$ cat src/rtl/tsc_pkg.sv
// Package: field widths and the packed live-address record for the
// tile scroll counter. Assumes fine row is the most significant field.
package tsc_pkg;
    localparam int COL_W  = 5;                 // tile column / row width
    localparam int PAGE_W = 2;                 // page select width
    localparam int FINE_W = 3;                 // pixel row within tile
    localparam int ADDR_W = FINE_W + PAGE_W + 2 * COL_W;
    localparam int FETCH_W = 14;               // fetch address width
    localparam logic [COL_W-1:0] LAST_ROW = COL_W'(29);

    typedef struct packed {
        logic [FINE_W-1:0] fine;
        logic [PAGE_W-1:0] page;
        logic [COL_W-1:0]  row;
        logic [COL_W-1:0]  col;
    } vaddr_t;
endpackage

$ cat src/rtl/tsc_horiz.sv
// Horizontal step: one tile to the right; column wrap flips page bit 0.
// Purely combinational; assumes caller decides when to apply it.
module tsc_horiz
    import tsc_pkg::*;
(
    input  vaddr_t cur,
    output vaddr_t nxt
);
    localparam logic [COL_W-1:0] COL_MAX = '1;

    // compute next tile position
    always_comb begin
        nxt = cur;
        if (cur.col == COL_MAX) begin
            nxt.col     = '0;
            nxt.page[0] = ~cur.page[0];
        end else begin
            nxt.col = cur.col + 1'b1;
        end
    end
endmodule

$ cat src/rtl/tsc_vert.sv
// Line-end step: advance pixel row / tile row with the two wrap rules,
// then restore column and page bit 0 from the temp address.
// Purely combinational.
module tsc_vert
    import tsc_pkg::*;
(
    input  vaddr_t cur,
    input  vaddr_t tmp,
    output vaddr_t nxt
);
    localparam logic [FINE_W-1:0] FINE_MAX = '1;
    localparam logic [COL_W-1:0]  ROW_MAX  = '1;

    // vertical advance followed by horizontal reload
    always_comb begin
        nxt = cur;
        if (cur.fine != FINE_MAX) begin
            nxt.fine = cur.fine + 1'b1;
        end else begin
            nxt.fine = '0;
            if (cur.row == LAST_ROW) begin
                nxt.row     = '0;
                nxt.page[1] = ~cur.page[1];
            end else if (cur.row == ROW_MAX) begin
                nxt.row = '0;
            end else begin
                nxt.row = cur.row + 1'b1;
            end
        end
        nxt.col     = tmp.col;
        nxt.page[0] = tmp.page[0];
    end
endmodule

$ cat src/rtl/tsc_decode.sv
// Fetch address decode: name byte, attribute byte and attribute quadrant.
// Assumes the 14-bit fetch space with the name tables at 0x2000.
module tsc_decode
    import tsc_pkg::*;
(
    input  vaddr_t             cur,
    output logic [FETCH_W-1:0] name_addr,
    output logic [FETCH_W-1:0] attr_addr,
    output logic [1:0]         quadrant
);
    localparam logic [FETCH_W-1:0] NAME_BASE = FETCH_W'(14'h2000);
    localparam logic [FETCH_W-1:0] ATTR_BASE = FETCH_W'(14'h23C0);
    localparam int COARSE_SEL = COL_W - 2;     // bits kept after >>2

    // name byte: base plus the low 12 address bits
    always_comb begin
        name_addr = NAME_BASE | FETCH_W'({cur.page, cur.row, cur.col});
    end

    // attribute byte: one byte per 4x4 tile block
    always_comb begin
        attr_addr = ATTR_BASE
                  | (FETCH_W'(cur.page) << 10)
                  | (FETCH_W'(cur.row[COL_W-1 -: COARSE_SEL]) << 3)
                  | FETCH_W'(cur.col[COL_W-1 -: COARSE_SEL]);
    end

    // quadrant within the 4x4 block
    always_comb begin
        quadrant = {cur.row[1], cur.col[1]};
    end
endmodule

$ cat src/rtl/tile_scroll_counter.sv
// Tile scroll address counter: holds the live video address and applies
// frame load > line end > tile step, all gated by render enable.
// Assumes strobes are single-cycle and synchronous to clk.
module tile_scroll_counter
    import tsc_pkg::*;
(
    input  logic                clk,
    input  logic                rst_n,
    input  logic                render_en,
    input  logic                tile_step,
    input  logic                line_end,
    input  logic                frame_load,
    input  logic [ADDR_W-1:0]   scroll_temp,
    output logic [ADDR_W-1:0]   live_addr,
    output logic [FETCH_W-1:0]  name_addr,
    output logic [FETCH_W-1:0]  attr_addr,
    output logic [1:0]          attr_quadrant
);
    vaddr_t live_q, tmp, h_nxt, v_nxt;

    assign tmp       = vaddr_t'(scroll_temp);
    assign live_addr = ADDR_W'(live_q);

    tsc_horiz u_horiz (.cur(live_q), .nxt(h_nxt));
    tsc_vert  u_vert  (.cur(live_q), .tmp(tmp), .nxt(v_nxt));
    tsc_decode u_dec  (.cur(live_q), .name_addr(name_addr),
                       .attr_addr(attr_addr), .quadrant(attr_quadrant));

    // live address register with strobe priority
    always_ff @(posedge clk) begin
        if (!rst_n)                     live_q <= '0;
        else if (render_en) begin
            if (frame_load)             live_q <= tmp;
            else if (line_end)          live_q <= v_nxt;
            else if (tile_step)         live_q <= h_nxt;
        end
    end

    assert_hold_when_off_R12: assert property (@(posedge clk) disable iff (!rst_n)
        !render_en |=> $stable(live_addr));

    assert_frame_copy_R8: assert property (@(posedge clk) disable iff (!rst_n)
        (render_en && frame_load) |=> (live_addr == $past(scroll_temp)));

    assert_col_wrap_R3: assert property (@(posedge clk) disable iff (!rst_n)
        (render_en && tile_step && !line_end && !frame_load && live_q.col == '1)
        |=> (live_q.col == '0 && live_q.page[0] != $past(live_q.page[0])));

    assert_row31_no_flip_R7: assert property (@(posedge clk) disable iff (!rst_n)
        (render_en && line_end && !frame_load && live_q.fine == '1 && live_q.row == '1)
        |=> (live_q.row == '0 && live_q.page[1] == $past(live_q.page[1])));

    assert_row29_flip_R6: assert property (@(posedge clk) disable iff (!rst_n)
        (render_en && line_end && !frame_load && live_q.fine == '1 && live_q.row == LAST_ROW)
        |=> (live_q.row == '0 && live_q.page[1] != $past(live_q.page[1])));

    assert_reload_col_R4: assert property (@(posedge clk) disable iff (!rst_n)
        (render_en && line_end && !frame_load)
        |=> (live_q.col == $past(tmp.col)));
endmodule

$ cat config.mk
export PLATFORM = sky130hd
export DESIGN_NAME = tile_scroll_counter
export DESIGN_NICKNAME = d
export VERILOG_FILES = /design/src/rtl/tsc_pkg.sv /design/src/rtl/tsc_horiz.sv /design/src/rtl/tsc_vert.sv /design/src/rtl/tsc_decode.sv /design/src/rtl/tile_scroll_counter.sv
export SDC_FILE = /design/constraint.sdc
export NUM_CORES = 1
export LEC_CHECK = 0
export BUFFER_PORTS_ARGS = -buffer_cell sky130_fd_sc_hd__buf_4
export CORE_ASPECT_RATIO = 2
export CORE_MARGIN = 3
export CORE_UTILIZATION = 29
export DETAILED_ROUTE_END_ITERATION = 8
export SKIP_CTS_REPAIR_TIMING = 1
export SLEW_MARGIN = 20
export SYNTH_ARGS = -nofsm -noshare
export SYNTH_HDL_FRONTEND = slang
export SYNTH_HIERARCHICAL = 1
export SYNTH_SLANG_ARGS = --single-unit
$ cat constraint.sdc
create_clock -name clk -period 2 [get_ports clk]
set_input_delay 0.2 -clock clk [delete_from_list [all_inputs] [get_ports clk]]
set_output_delay 0.2 -clock clk [all_outputs]
set_load 0.05 [all_outputs]
[Word level (Yosys, flattened, before mapping)]
Index checks and enable logic that the tools add are counted.
Cells by class
  add/sub/neg operators: 3
  eq/ne operators: 5
  muxes and demuxes: 11
  bitwise logic cells: 4
  reductions and logical operators: 9
Operators by type and width (count)
  $mux W15: 2
  $mux W5: 4
  $eq A5 B5 Y1 const B: 3
  $or A14 B3 Y14: 1
  $or A14 B6 Y14: 1
  $mux W11: 1
  $add A5 B1 Y5 const B: 2
  $reduce_and A3 Y1: 2
  $reduce_bool A3 Y1: 2
  $reduce_and A2 Y1: 2
  $reduce_and A4 Y1: 1
  $reduce_bool A2 Y1: 2
  $add A3 B1 Y3 const B: 1
  $mux W1: 3
  $mux W3: 1
  $ne A3 B3 Y1 const B: 1
  $ne A2 B2 Y1 const B: 1
  $not A1 Y1: 2
Word-level totals
  register bits: 15
  input bits: 21
  logic and storage cells: 37

[Longest topological paths before layout]
  word-level depth: 6
  mapped depth: 8
  gate-level depth less buffers: 8

[Modules after synthesis]
Netlist, hierarchy kept.
Modules (own cells, without submodules)
  tile_scroll_counter: times used 1, cells each 88, area each 878.3 µm², sequential area each 300.3 µm²
  tsc_vert: times used 1, cells each 33, area each 257.7 µm², sequential area each 0.0 µm²
  tsc_decode: times used 1, cells each 32, area each 232.7 µm², sequential area each 0.0 µm²
  tsc_horiz: times used 1, cells each 20, area each 160.2 µm², sequential area each 0.0 µm²

[Worst setup path after synthesis]
Ideal clock, no wire load.
  path type: flip-flop to flip-flop
  start point: reg live_q, in the netlist live_addr[1]
  end point: reg live_q, in the netlist live_addr[3]
  library setup time: 117 ps
  arrival time: 2283 ps
  required time: 1883 ps
  slack: -400 ps
  stages on the path, launching flop included: 9
  clock period less this slack: 2400 ps
  cell sequence: dfxtp_1 > ha_1 > and3_2 > ha_1 > nor2_1 > mux2_4 > nor2b_1 > a211o_1 > a32o_1
RTL lines
  from (decl): RTL line tile_scroll_counter.sv:19  | vaddr_t live_q, tmp, h_nxt, v_nxt;
  from (signal assigned): RTL line tile_scroll_counter.sv:33  | if (frame_load) live_q <= tmp;
  from (signal assigned): RTL line tile_scroll_counter.sv:34  | else if (line_end) live_q <= v_nxt;
  from (signal assigned): RTL line tile_scroll_counter.sv:35  | else if (tile_step) live_q <= h_nxt;

==> metrics.json <==
{
  "fin_cells": 254,
  "rr_worst_depth": 8,
  "cts.path.max_buffers": 2,
  "holdPathEnd": "live_addr[6]",
  "initial_antenna_violation_count": 0,
  "setup.worst_path.end_class": "flip-flop",
  "synth_ff_type": "dfxtp_1",
  "ff_latch_area_um2": 327,
  "cellInternalPower_uw": 639,
  "finalWeightedCongestion": 0.771,
  "design.final.nets": 226,
  "min_from": "scroll_temp[6]",
  "synth.avg_cell_area_um2": 8.84,
  "wl_per_cell_um": 13.7,
  "vdd_ir_drop_max_uv": 380,
  "synth-seq-cells": 15,
  "post-synth-top-area-fraction_pct": 22.1,
  "synth_commonest_cells": "45 x buf_4, 16 x nand2b_1, 16 x nor2b_1",
  "totalWireLength_um": 3480,
  "asyncSetResetFlopFracSynth_pct": 0,
  "setup_total_negative_slack_ns": 0,
  "cp-start-kind": "flip-flop",
  "cts_tree": "yes",
  "rows": 36,
  "drt-vias-per-instance": 4.91,
  "numCtsBuffers": 3,
  "largest_register_ffs": 15,
  "grt_start_max_net_pins": 32,
  "hold_path_class": "in -> reg",
  "drt_pass1_iterations": 4,
  "first_global_vias": 1125,
  "antenna_violating_nets_post_route": 0,
  "fp.dieH_um": 109,
  "number_of_enable_flip_flop_cells_after_synthesis": 0,
  "power.density_cell_area_mw_per_mm2": 590,
  "dr_total_vias": 1248,
  "worst_hold_path.num_cells": 3,
  "critical_path_peak_fanout": 5,
  "die-area_mm2": 0.00623,
  "cts_sink_count": 15,
  "finalHoldViolCount": 0,
  "total_switching_power_uw": 455,
  "placeableCoreArea_mm2": 0.00500,
  "synth.yosys.seq_area_share_pct": 19.6,
  "layout_worst_path_cycle_share_pct": 96.4,
  "worstReg2RegStart": "live_addr[0]",
  "post-synth-top-count-cell": "buf_4",
  "clockPowerShare_pct": 22.7,
  "multi_input_comb_area_um2": 881,
  "fill_cells": 528,
  "clk_transition_reported_paths_ns": 0.06,
  "sw_frac_of_total_pct": 41.6,
  "fin_worst_skew_ns": 0.00141,
  "critPathRequiredTime_ns": 2.14,
  "detailedPlacementHpwl_um": 2540,
  "clock-root-buffer": "clkbuf_8",
  "ys_warn_count": 6,
  "drt_first_iter_violations": 31,
  "die_x_um": 57.3,
  "drc": 0,
  "fin_crit_ns": 1.93,
  "final_setup_violation_count": 0,
  "io_buffer_count": 57,
  "insertion_delay_ns": 0.25,
  "synthToLayoutAreaGrowth_pct": 21.2,
  "run_status": "completed",
  "grt_setup_unrepaired": "no",
  "clock_tree.htree_level_count": 1,
  "r2r_setup_slack_ns": 0.07,
  "power.static_leakage_nw": 0.876,
  "worstSetupPathType": "reg -> reg",
  "layout-drive-gt1-share_pct": 51.8,
  "synth.area.top_cells": "buf_4 22%, dfxtp_1 20%, a32o_1 9.8%, a211o_1 8.6%, nand2b_1 6.5%",
  "grt_overflow_total": 0,
  "yosysTopAreaCell": "buf_4",
  "track_usage_pct": 10.9,
  "post_synth_inst_count": 173,
  "grt_first_pass_wirelength_um": 5380,
  "report.final.slew_viol_count": 0,
  "p_comb_share_pct": 45.2,
  "reported_max_cap_violation_count": 0,
  "place.detailed.instances": 246,
  "rr_endpoint": "live_addr[3]",
  "start_util_pct": 30.6,
  "synth.distinct_cells": 32,
  "n_diodes": 0,
  "synth.cell_area_mm2": 0.00153,
  "max_clock_freq_mhz": 519,
  "crit_arrival_ns": 2.07,
  "seq_power_share_pct": 32.1,
  "design.portCount": 66
}
==> worst max-delay path, stage by stage (launching register included) <==
cell and delay (ns):
dfxtp_4 0.38, ha_4 0.15, and3_4 0.19, ha_4 0.16, nor2_1 0.04, mux2_4 0.26, nor2b_1 0.13, a211o_1 0.27
a32o_1 0.23
==> layout by cell type (no fill, tap or decap), drive strengths merged, types with 2 or more instances in the layout <==
master   n
o21ai    2
a211o   15
a32o    15
nand2b  16
inv      3
nand2    2
nor2b   16
ha       7
o22ai    2
dfxtp   15
buf     69
xnor2    2
and3     3
clkbuf   4
nor2     6
conb     8
mux2     2
==> worst max path at each step <==
stage / startpoint / to / slack, ns / depth (start not counted)
6_report: live_addr[0] / live_addr[3] / 0.07 / 8
5_1_grt: live_addr[6] / live_addr[7] / 0.005 / 8
3_3_place_gp: live_addr[0] / live_addr[3] / 0.05 / 8
3_5_place_dp: live_addr[0] / live_addr[3] / 0.04 / 8
4_1_cts: live_addr[0] / live_addr[3] / 0.03 / 8
2_1_floorplan: live_addr[5] / live_addr[5] / 0.01 / 8
==> power by group through the flow <==
stage	combinational [mW]	clock, mW	sequential [mW]
finish	0.494	0.249	0.351
CTS	0.485	0.262	0.353
global route	0.524	0.275	0.355
global placement	0.482	0	0.359
floorplan	0.345	0	0.437
detailed placement	0.484	0	0.360
==> per-stage QoR <==
step / util, % / cell area, um2 / hold WS [ns] / power, mW / setup slack, ns
6_report: 37.1 / 1850 / 0.281 / 1.09 / 0.0718
2_1_floorplan: - / 1620 / 0.446 / 0.782 / 0.0135
5_1_grt: 37.1 / 1850 / 0.296 / 1.15 / 0.00542
3_5_place_dp: 35.0 / 1750 / 0.480 / 0.844 / 0.0406
4_1_cts: 35.9 / 1790 / 0.276 / 1.10 / 0.0285
3_3_place_gp: 35.0 / 1750 / 0.479 / 0.841 / 0.0464
==> area by class of cell <==
cell class                      instances  share of cell area, %
Multi-Input combinational cell        106                   47.5
Clock buffer                            4                   2.43
Tap cell                               57                   3.85
Sequential cell                        15                   17.6
Inverter                                3                  0.608
Timing Repair Buffer                   69                   28.0
==> cells by family (layout without fill, tap and decap cells) <==
kind of cell | count (synthesis) | count (layout) | synth area share [%]
muxes | 2 | 2 | 1.72
xor gates and xnor gates | 3 | 3 | 1.72
adders and majority gates | 7 | 7 | 5.73
DFF | 15 | 15 | 19.6
and+or+nand+nor | 48 | 48 | 19.6
other | 2 | 8 | 0.491
AOI/OAI and AO/OA | 38 | 38 | 22.6
buffers and inverters | 58 | 76 | 28.6
==> metal layers <==
metal	share of wire, %	track usage (%)	vias up
li1	-	-	608
met1	36	11.3	594
met2	57	21.1	44
met3	5.5	1.07	2
met4	1.3	4.98	0
met5	0	0	-
Power figures use the tool's default switching activity.
